[config.mk]
export PLATFORM = sky130hd
export DESIGN_NAME = prt_port_regs
export DESIGN_NICKNAME = d
export VERILOG_FILES = /design/src/rtl/prt_port_pkg.sv /design/src/rtl/prt_ctl_reg.sv /design/src/rtl/prt_data_path.sv /design/src/rtl/prt_stat_fmt.sv /design/src/rtl/prt_port_regs.sv
export SDC_FILE = /design/constraint.sdc
export NUM_CORES = 1
export LEC_CHECK = 0
export ABC_AREA = 1
export BUFFER_PORTS_ARGS = -buffer_cell sky130_fd_sc_hd__buf_4
export CAP_MARGIN = 20
export CELL_PAD_IN_SITES_DETAIL_PLACEMENT = 0
export CELL_PAD_IN_SITES_GLOBAL_PLACEMENT = 1
export CORE_MARGIN = 5
export CORE_UTILIZATION = 23
export CTS_CLUSTER_DIAMETER = 40
export DETAILED_ROUTE_END_ITERATION = 8
export HOLD_SLACK_MARGIN = 0.03
export PLACE_DENSITY_LB_ADDON = 0.1
export SLEW_MARGIN = 10
export SYNTH_ARGS = -nofsm -noshare
export SYNTH_HDL_FRONTEND = slang
export SYNTH_SLANG_ARGS = --single-unit
[constraint.sdc]
create_clock -name clk -period 2.5 [get_ports clk]
set_clock_uncertainty 0.2 [all_clocks]
set_input_delay 0.25 -clock clk [delete_from_list [all_inputs] [get_ports clk]]
set_output_delay 0.25 -clock clk [all_outputs]
set_load 0.02 [all_outputs]
[src/rtl/prt_port_pkg.sv]
package prt_port_pkg;
   localparam int OFS_DATA = 0;
   localparam int OFS_STAT = 1;
   localparam int OFS_CTRL = 2;

   typedef enum logic [1:0] {
      SEL_DATA = 2'd0,
      SEL_STAT = 2'd1,
      SEL_CTRL = 2'd2,
      SEL_NONE = 2'd3
   } prt_sel_e;
endpackage

[src/rtl/prt_ctl_reg.sv]
module prt_ctl_reg #(
   parameter int CW = 6
) (
   input  logic          clk,
   input  logic          rst_n,
   input  logic          we,
   input  logic [CW-1:0] wdata,
   output logic [CW-1:0] q
);
   always_ff @(posedge clk or negedge rst_n) begin
      if (!rst_n)  q <= '0;
      else if (we) q <= wdata;
   end
endmodule

[src/rtl/prt_data_path.sv]
module prt_data_path #(
   parameter int DW = 8
) (
   input  logic          clk,
   input  logic          rst_n,
   input  logic          we,
   input  logic [DW-1:0] wdata,
   input  logic          bidir,
   input  logic          dir_in,
   input  logic [DW-1:0] pd_in,
   output logic [DW-1:0] pd_out,
   output logic          pd_oe,
   output logic [DW-1:0] rd_val
);
   logic [DW-1:0] latch_q;
   logic          sample_pins;

   always_ff @(posedge clk or negedge rst_n) begin
      if (!rst_n)  latch_q <= '0;
      else if (we) latch_q <= wdata;
   end

   // pins are released only when both mode and direction ask for input
   assign sample_pins = bidir & dir_in;
   assign pd_oe       = ~sample_pins;
   assign pd_out      = latch_q;
   assign rd_val      = sample_pins ? pd_in : latch_q;
endmodule

[src/rtl/prt_stat_fmt.sv]
module prt_stat_fmt #(
   parameter int DW      = 8,
   parameter int SW      = 5,
   parameter bit INV_MSB = 1'b1
) (
   input  logic [SW-1:0] stat_in,
   output logic [DW-1:0] stat_val
);
   localparam int FILL = DW - SW;
   logic [SW-1:0] shaped;

   generate
      if (INV_MSB) begin : g_inv
         assign shaped = {~stat_in[SW-1], stat_in[SW-2:0]};
      end else begin : g_plain
         assign shaped = stat_in;
      end
   endgenerate

   assign stat_val = {shaped, {FILL{1'b1}}};
endmodule

[src/rtl/prt_port_regs.sv]
module prt_port_regs #(
   parameter int DW       = 8,
   parameter int AW       = 2,
   parameter int SW       = 5,
   parameter int CW       = 6,
   parameter int NCTL     = 4,
   parameter int DIR_BIT  = 5,
   parameter bit STAT_INV = 1'b1
) (
   input  logic          clk,
   input  logic          rst_n,
   input  logic [AW-1:0] host_addr,
   input  logic          host_rd_n,
   input  logic          host_wr_n,
   input  logic [DW-1:0] host_wdata,
   output logic [DW-1:0] host_rdata,
   input  logic          cfg_bidir,
   input  logic [DW-1:0] pd_in,
   output logic [DW-1:0] pd_out,
   output logic          pd_oe,
   input  logic [SW-1:0] stat_in,
   output logic [NCTL-1:0] ctl_out
);
   import prt_port_pkg::*;

   localparam int CFILL = DW - CW;

   generate
      if (CW >= DW)      begin : g_bad_cw   $error("control width must be below data width"); end
      if (SW >= DW)      begin : g_bad_sw   $error("status width must be below data width"); end
      if (DIR_BIT >= CW) begin : g_bad_dir  $error("direction bit outside control register"); end
      if (NCTL > CW)     begin : g_bad_nctl $error("more control outputs than control bits"); end
      if (AW < 2)        begin : g_bad_aw   $error("address needs two bits"); end
   endgenerate

   prt_sel_e      sel;
   logic          wr_data, wr_ctrl;
   logic [CW-1:0] ctl_q;
   logic [DW-1:0] data_val, stat_val, ctrl_val;

   always_comb begin
      if      (host_addr == AW'(OFS_DATA)) sel = SEL_DATA;
      else if (host_addr == AW'(OFS_STAT)) sel = SEL_STAT;
      else if (host_addr == AW'(OFS_CTRL)) sel = SEL_CTRL;
      else                                 sel = SEL_NONE;
   end

   assign wr_data = ~host_wr_n & (sel == SEL_DATA);
   assign wr_ctrl = ~host_wr_n & (sel == SEL_CTRL);

   prt_ctl_reg #(.CW(CW)) u_ctl (
      .clk(clk), .rst_n(rst_n), .we(wr_ctrl),
      .wdata(host_wdata[CW-1:0]), .q(ctl_q)
   );

   prt_data_path #(.DW(DW)) u_data (
      .clk(clk), .rst_n(rst_n), .we(wr_data), .wdata(host_wdata),
      .bidir(cfg_bidir), .dir_in(ctl_q[DIR_BIT]), .pd_in(pd_in),
      .pd_out(pd_out), .pd_oe(pd_oe), .rd_val(data_val)
   );

   prt_stat_fmt #(.DW(DW), .SW(SW), .INV_MSB(STAT_INV)) u_stat (
      .stat_in(stat_in), .stat_val(stat_val)
   );

   assign ctrl_val = {{CFILL{1'b1}}, ctl_q};
   assign ctl_out  = ctl_q[NCTL-1:0];

   always_comb begin
      host_rdata = '0;
      if (!host_rd_n) begin
         unique case (sel)
            SEL_DATA: host_rdata = data_val;
            SEL_STAT: host_rdata = stat_val;
            SEL_CTRL: host_rdata = ctrl_val;
            default:  host_rdata = '1;
         endcase
      end
   end
endmodule

# ---- Word-level counts from Yosys, hierarchy flattened
# Cells that the tools add are included.
dict set report op_classes {
  mux 6
  reduce_logical 2
  bitwise_logic 6
  eq_ne 4
}
# operator count
set ops {}
lappend ops {{8-bit one-hot mux with 3 select lines} 1}
lappend ops {{8-bit 2-to-1 mux} 2}
lappend ops {{2-bit by 1-bit equality test with 1-bit output, second input constant} 2}
lappend ops {{2-bit equality test, second input constant} 2}
lappend ops {{2-bit logical NOT} 2}
lappend ops {{2-bit 2-to-1 mux} 2}
lappend ops {{1-bit AND} 3}
lappend ops {{1-bit inverter} 3}
lappend ops {{1-bit 2-to-1 mux} 1}
dict set report word_totals {
  output_inout_bits 21
  ff_bits 14
  word_cells 20
  input_bits 28
}

# ---- Depth between registers and ports, before layout
# Gate-level depths: netlist (run 1).
dict set report depth {
  depth_word 7
  depth_mapped 6
  depth_no_buf 6
}

# ---- Modules after synthesis
# A second synthesis (run 1) with hierarchy kept.
dict set report unflattened {
  cells_unflattened 144
  hier_area_um2 939.7
}
# mod n_inst seq_area_each_um2 area_each_um2 cells_each
set modules_own_cells {}
lappend modules_own_cells {prt_data_path 1 200.2 437.9 60}
lappend modules_own_cells {prt_ctl_reg 1 150.1 221.5 25}
lappend modules_own_cells {prt_port_regs 1 0.0 220.2 50}
lappend modules_own_cells {prt_stat_fmt 1 0.0 60.1 9}

# ---- Worst setup path before layout (run 1)
# Ideal clock, no wire load.
dict set report synth_path {
  kind {flip-flop to output port}
  startpoint {register u_ctl.q[5]}
  endpoint {output host_rdata[0]}
  arrival_ps 1196
  path_stages_with_launch 6
  n_path_buf 0
  t_required_ps 2050
  slack_ps 854
  path_cell_list {dfrtp_1 > nand2_4 > clkinv_1 > nor2_1 > nor2_1 > nor2_1}
}
dict set report synth_via {
  elab_chain_cells 4
}
# element line
set synth_rtl {}
lappend synth_rtl {{start, declared} prt_ctl_reg.sv:8} ;# output logic [CW-1:0] q
lappend synth_rtl {{start signal, assigned} prt_ctl_reg.sv:12} ;# else if (we) q <= wdata;
lappend synth_rtl {{1-bit AND} prt_data_path.sv:24} ;# assign sample_pins = bidir & dir_in;
lappend synth_rtl {{8-bit 2-to-1 mux} prt_data_path.sv:27} ;# assign rd_val = sample_pins ? pd_in : latch_q;
lappend synth_rtl {{8-bit one-hot mux with 3 select lines} prt_port_regs.sv:72} ;# unique case (sel)
lappend synth_rtl {{8-bit 2-to-1 mux} prt_port_regs.sv:71} ;# if (!host_rd_n) begin
lappend synth_rtl {{end, declared} prt_port_regs.sv:16} ;# output logic [DW-1:0] host_rdata,
# No other way between the ends.

# ---- Worst setup path in the final report (run 1)
# Same ends and word-level chain as after synthesis.

==> reports/qor.txt, run 1 <==
===============================================================================================
Maximum capacitance violations                                                                0
Post-placement setup slack                                                             0.800 ns
ANT cells                                                                                     0
FMAX                                                                                  0.516 GHz
Launching element of the worst setup path                                          u_ctl.q[5]$_DFFE_PN0P_
Average instance area after synthesis                                                7.22 sq um
Final total negative setup slack                                                           0 ns
Ports                                                                                        49
Hold/Removal Path Class                                                            primary input to register
Hold violation count in the final report                                                      0
R2r worst-path depth                                                                          2
First-pass GRT wire length                                                              4350 um
Internal power of the cells                                                            0.495 mW
Die W                                                                                   73.1 um
Source-to-sink clock delay at the later pin of the worst-skew pair                      0.24 ns
Post CTS Setup Buffer Count                                                                   0
Sum of routed wire length over all layers                                               2730 um
Via count of the first global-routing pass                                                  913
Minimum clock period after layout                                                       1.94 ns
# resized after CTS                                                                           0
Layout cell share with drive strength beyond 1                                            36.6%
Most frequent cells in the layout                                                  sky130_fd_sc_hd__buf_4 (48), sky130_fd_sc_hd__nand2_1 (36), sky130_fd_sc_hd__inv_1 (19)
HPWL after DPL                                                                          2210 um
# nets final                                                                                202
Net switching power                                                                    0.264 mW
Nets in the synthesized netlist                                                             155
Part of the power in the clock network                                                    23.2%
Fraction of power consumed by combinational cells                                         37.4%
Grt ovf                                                                                       0
Reg-to-reg critical path startpoint                                                u_ctl.q[5]$_DFFE_PN0P_
Least setup slack across all paths after layout                                        0.563 ns
Cell Area, Synth                                                                      917 sq um
Tightest hold margin                                                                  0.0508 ns
Top Layer Used                                                                             met4
Unrepaired setup endpoints after global routing                                              no
Root buffer cell                                                                   sky130_fd_sc_hd__clkbuf_8
Terminating pin of the worst hold path                                             u_data.pd_out[6]$_DFFE_PN0P_
Number of stages on the worst hold path                                                       3
Antenna violation net count after detailed routing                                            0
Sequential fraction of the synthesis area                                                 38.2%
Average wire length per cell after detail routing                                       12.3 um
Required time reported for the critical path endpoint                                   2.05 ns
IR Drop Worst-Case VDD                                                               0.000266 V
Net Sw Frac                                                                               34.8%
Overall die area                                                                     5350 sq um
Final clock period utilization by the worst path                                          77.5%
Initial antenna violation count                                                               0
Signal arrival time at the worst endpoint                                               1.49 ns
Fillers                                                                                     440
WL met1                                                                                 1310 um
Overall die height                                                                      73.1 um
DR vias/cell                                                                               4.07
R2R Setup Slk                                                                           1.57 ns
First-pass iteration count of the detailed router                                             4
Routed length on met2                                                                   1210 um
Warnings, synthesis                                                                           0
FF+latch count, synth                                                                        14
Element type at the critical path start                                                register
Clock input transition at the sequential cells of the worst setup and hold paths        0.05 ns
Worst r2r dst                                                                      u_ctl.q[5]$_DFFE_PN0P_
Slew headroom                                                                             84.1%
Number of instances in the synthesized netlist                                              127
DRC violations left                                                                           0
Most common cell after layout, fill and taps aside                                 sky130_fd_sc_hd__buf_4
Floorplan Core Area                                                                  3940 sq um
Leakage power                                                                          0.727 nW
Initial Util                                                                              23.3%
Reg power frac                                                                            39.5%
Vias post-DR                                                                                904
Synthesis-to-layout area growth                                                           44.7%
TritonCTS clock tree                                                                      built
Met3 WL post-DR                                                                          199 um
Capturing element type of the critical path                                          output pin
Number of CTS-inserted buffers                                                                3
Post-detailed-placement cell area                                                    1280 sq um
Count of endpoints failing setup in the final report                                          0
DRC violation total after the first TritonRoute iteration                                    58
Routability congestion estimate                                                           0.774
Largest net degree at the start of global routing                                            16
Overall fraction of global-route tracks in use                                            10.5%
Number of pins exceeding their max-slew limit in the final report                             0
Cell Pwr Density                                                                    571 nW/um^2
Transition time at the pin with the least slew margin                                  0.238 ns
Maximum buffer depth of the clock tree                                                        2
Row count                                                                                    23
Distinct cell type count of the synthesized netlist                                          17
Count of buffers from port buffering                                                         48
End-of-flow core utilization                                                              33.7%
Outcome                                                                            finished, final reports clean
Sinks on Clock Net                                                                           14
Final cell area excluding filler cells                                               1330 sq um
CP Class                                                                           register to output pin
Maximum level of the CTS H-tree                                                               1
Startpoint of the most critical hold path                                          host_wdata[6]
Maximum fanout encountered on the critical timing path                                        9
===============================================================================================
==> worst max path at each step <==
| stage | endpoint | slack, ns |
|---|---|---|
| after floorplan | host_rdata[0] | 0.85 |
| after global placement | host_rdata[0] | 0.84 |
| after detailed placement | host_rdata[2] | 0.80 |
| after CTS | host_rdata[2] | 0.53 |
| after global routing | host_rdata[1] | 0.39 |
| final | host_rdata[0] | 0.56 |
==> flip-flops by register name (all words and copies together) (netlist names) <==
signal,count
u_ctl.q,6
u_data.pd_out,8
==> synthesized netlist by cell type (all sizes together) <==
master | n | area (sq um)
inv | 20 | 75.1
a31oi | 1 | 6.26
dfrtp | 14 | 350
clkinv | 1 | 3.75
a21oi | 4 | 23.8
nand2 | 38 | 158
o21ai | 19 | 118
nor2 | 14 | 68.8
nand3 | 9 | 50.1
buf | 7 | 63.8
==> final cells by class <==
type	instances	area, sq um	area share [%]
Multi-Input combinational cell	85	424	32.0
Tap cell	50	62.6	4.71
Clock buffer	3	41.3	3.11
Sequential cell	14	350	26.4
Inverter	21	78.8	5.94
Timing Repair Buffer	49	370	27.9
==> critical path: stages (launching register included) <==
cell and delay (ns):
sky130_fd_sc_hd__dfrtp_1 0.45, sky130_fd_sc_hd__nand2_4 0.13, sky130_fd_sc_hd__clkinv_1 0.20, sky130_fd_sc_hd__nand2_1 0.12, sky130_fd_sc_hd__nand2_1 0.05, sky130_fd_sc_hd__nor2_1 0.10, sky130_fd_sc_hd__nor2_1 0.05, sky130_fd_sc_hd__buf_4 0.15
==> layer usage <==
| metal | GRT usage (%) | vias to the layer above |
|---|---|---|
| met5 | 0 | - |
| met4 | 4.10 | 0 |
| met3 | 1.79 | 2 |
| met2 | 15.7 | 27 |
| met1 | 14.8 | 395 |
| li1 | - | 480 |
==> cells by family after synthesis <==
family,after synthesis,share of synthesized area [%]
AND/OR/NAND/NOR,61,30.2
flip-flops,14,38.2
AO/OA/AOI/OAI,24,16.1
buffers and inverters,28,15.6
==> power by group through the flow <==
stage | clock (mW) | combinational (mW) | sequential (mW)
CTS | 0.185 | 0.288 | 0.299
detailed placement | 0 | 0.286 | 0.303
finish | 0.176 | 0.283 | 0.299
global route | 0.196 | 0.312 | 0.306
global placement | 0 | 0.286 | 0.300
floorplan | 0 | 0.148 | 0.317
==> repair_timing <==
action / CTS / global route
endpoints found under the setup margin: 0 / 0
hold endpoints to repair: 14 / 0
hold buffers: 1 / 0
==> through the flow <==
step | power [mW] | instances
floorplan | 0.465 | 127
global placement | 0.587 | 218
detailed placement | 0.589 | 218
CTS | 0.773 | 222
global route | 0.814 | 222
finish | 0.759 | 222
No activity file was read; power rests on OpenSTA's default activity.
==> run 2, diff against run 1 <==
==> constraint.sdc (replaced) <==
create_clock -name clk -period 1.9 [get_ports clk]
set_clock_uncertainty 0.2 [all_clocks]
set_input_delay 0.19 -clock clk [delete_from_list [all_inputs] [get_ports clk]]
set_output_delay 0.19 -clock clk [all_outputs]
set_load 0.02 [all_outputs]
==> run 2 against run 1 <==
Net effect: worst hold slack improved by 0.029 ns; critical path depth did not move; total power rose by 33%; combinational power rose by 36%; register-to-register slack got worse by 0.59 ns; core utilization rose by 2.1 points; critical endpoint unchanged; sequential power rose by 32%; largest power group unchanged; clock power rose by 31%; first-iteration DRC count rose by 10%; die area did not move.
==> reports/qor.txt, run 2 (synthesis gave the netlist of run 1 again) <==
===============================================================================================
Outcome                                                                            finished, final reports clean
Routability congestion estimate                                                           0.774
Synthesis-to-layout area growth                                                           53.8%
Tightest hold margin                                                                  0.0798 ns
DRC violation total after the first TritonRoute iteration                                    64
Post-layout power                                                                       1.01 mW
Sum of routed wire length over all layers                                               2760 um
Maximum level of the CTS H-tree                                                               1
First-pass iteration count of the detailed router                                             4
Most common cell after layout, fill and taps aside                                 sky130_fd_sc_hd__buf_4
Sinks on Clock Net                                                                           14
ANT cells                                                                                     0
Initial Util                                                                              23.3%
Count of endpoints failing setup in the final report                                          0
Most frequent cells in the layout                                                  sky130_fd_sc_hd__buf_4 (48), sky130_fd_sc_hd__nand2_1 (36), sky130_fd_sc_hd__inv_1 (19)
Worst r2r dst                                                                      u_ctl.q[5]$_DFFE_PN0P_
Cell Pwr Density                                                                    717 nW/um^2
DRC violations left                                                                           0
Slew headroom                                                                             84.6%
Root buffer cell                                                                   sky130_fd_sc_hd__clkbuf_8
Initial antenna violation count                                                               0
Overall die area                                                                     5350 sq um
FMAX                                                                                  0.576 GHz
Antenna violation net count after detailed routing                                            0
Signal arrival time at the worst endpoint                                               1.35 ns
Final cell area excluding filler cells                                               1410 sq um
Reg-to-reg critical path startpoint                                                u_ctl.q[5]$_DFFE_PN0P_
Maximum buffer depth of the clock tree                                                        2
IR Drop Worst-Case VDD                                                               0.000358 V
Floorplan Core Area                                                                  3940 sq um
Transition time at the pin with the least slew margin                                  0.231 ns
Source-to-sink clock delay at the later pin of the worst-skew pair                      0.24 ns
Final clock period utilization by the worst path                                          91.4%
Hold violation count in the final report                                                      0
Filler-free cell count of the finished design                                               230
Hold/Removal Path Class                                                            primary input to register
HPWL after DPL                                                                          2210 um
Element type at the critical path start                                                register
Count of buffers from port buffering                                                         48
Required time reported for the critical path endpoint                                   1.51 ns
Maximum fanout encountered on the critical timing path                                        9
Largest net degree at the start of global routing                                            16
Post-placement cell count                                                                   218
Number of pins exceeding their max-slew limit in the final report                             0
Launching element of the worst setup path                                          u_ctl.q[5]$_DFFE_PN0P_
Post-detailed-placement cell area                                                    1280 sq um
DR vias/cell                                                                               4.10
Capturing element type of the critical path                                          output pin
First-pass GRT wire length                                                              4450 um
R2r worst-path depth                                                                          2
TritonCTS clock tree                                                                      built
Vias post-DR                                                                                942
Ports                                                                                        49
Leakage power                                                                          0.762 nW
CP Class                                                                           register to output pin
Fillers                                                                                     432
Grt ovf                                                                                       0
Unrepaired setup endpoints after global routing                                              no
R2R Setup Slk                                                                           0.98 ns
Max reg flops                                                                                 8
Layout cell share with drive strength beyond 1                                            36.1%
Via count of the first global-routing pass                                                  935
Die W                                                                                   73.1 um
Clock input transition at the sequential cells of the worst setup and hold paths        0.05 ns
Destination of the critical timing path                                            host_rdata[0]
Number of CTS-inserted buffers                                                                3
# nets final                                                                                210
Final total negative setup slack                                                           0 ns
Minimum clock period after layout                                                       1.74 ns
Row count                                                                                    23
Overall fraction of global-route tracks in use                                            10.7%
Overall die height                                                                      73.1 um
Maximum capacitance violations                                                                0
Average wire length per cell after detail routing                                       12.0 um
===============================================================================================
## run 2: cell count changes in the layout (fill, tap and decap cells not counted), sizes merged
cell | before | now
dlygate4sd3 | 1 | 9
## run 2: timing repair
item	4_1_cts	5_1_grt
setup buffers	0	0
endpoints found under the setup margin	2	1
gates resized for setup	1	1
endpoints found under the hold margin	22	0
hold buffers	9	0
## run 2: how the worst min path moves through the flow
stage / end / startpoint / cells after the start
3_3_place_gp: u_data.pd_out[5]$_DFFE_PN0P_ / rst_n / 1
4_1_cts: u_data.pd_out[7]$_DFFE_PN0P_ / host_wr_n / 4
3_5_place_dp: u_data.pd_out[5]$_DFFE_PN0P_ / rst_n / 1
6_report: u_data.pd_out[7]$_DFFE_PN0P_ / host_wr_n / 4
2_1_floorplan: u_ctl.q[0]$_DFFE_PN0P_ / rst_n / 0
5_1_grt: u_data.pd_out[7]$_DFFE_PN0P_ / host_wr_n / 4
## run 2: final cells by class
type	count	area [sq um]	share of cell area (%)
clock buffer	3	41.3	2.93
multi-input combinational	85	424	30.1
sequential	14	352	24.9
inverter	21	80.1	5.68
tap	50	62.6	4.44
timing repair buffer	57	450	31.9
## run 2: routing by layer
| layer | track usage, % | vias up | part of all wire (%) | wire (um) |
|---|---|---|---|---|
| met4 | 4.10 | 0 | 0.62 | 17 |
| met1 | 14.9 | 416 | 47 | 1310 |
| met5 | 0 | - | 0 | 0 |
| met2 | 16.3 | 24 | 45 | 1240 |
| li1 | - | 500 | - | - |
| met3 | 1.93 | 2 | 6.9 | 189 |
## run 2: per-stage QoR
stage	setup WS (ns)	utilization, %
final	0.163	35.8
after global routing	0.0292	35.8
after CTS	0.110	35.7
after detailed placement	0.260	32.4
after global placement	0.301	32.4
after floorplan	0.314	-
## run 2: power by group
| group | switching [mW] | total, mW | internal [mW] |
|---|---|---|---|
| Combinational | 0.210 | 0.386 | 0.176 |
| Sequential | 0.0472 | 0.394 | 0.347 |
| Clock | 0.0916 | 0.231 | 0.140 |
| Total | 0.349 | 1.01 | 0.663 |
## run 2: critical path: stages, from the launching register on
cell and delay (ns):
sky130_fd_sc_hd__dfrtp_2 0.45, sky130_fd_sc_hd__nand2_4 0.11, sky130_fd_sc_hd__clkinv_2 0.12, sky130_fd_sc_hd__nand2_1 0.09, sky130_fd_sc_hd__nand2_1 0.05, sky130_fd_sc_hd__nor2_1 0.10
sky130_fd_sc_hd__nor2_1 0.05, sky130_fd_sc_hd__buf_4 0.15
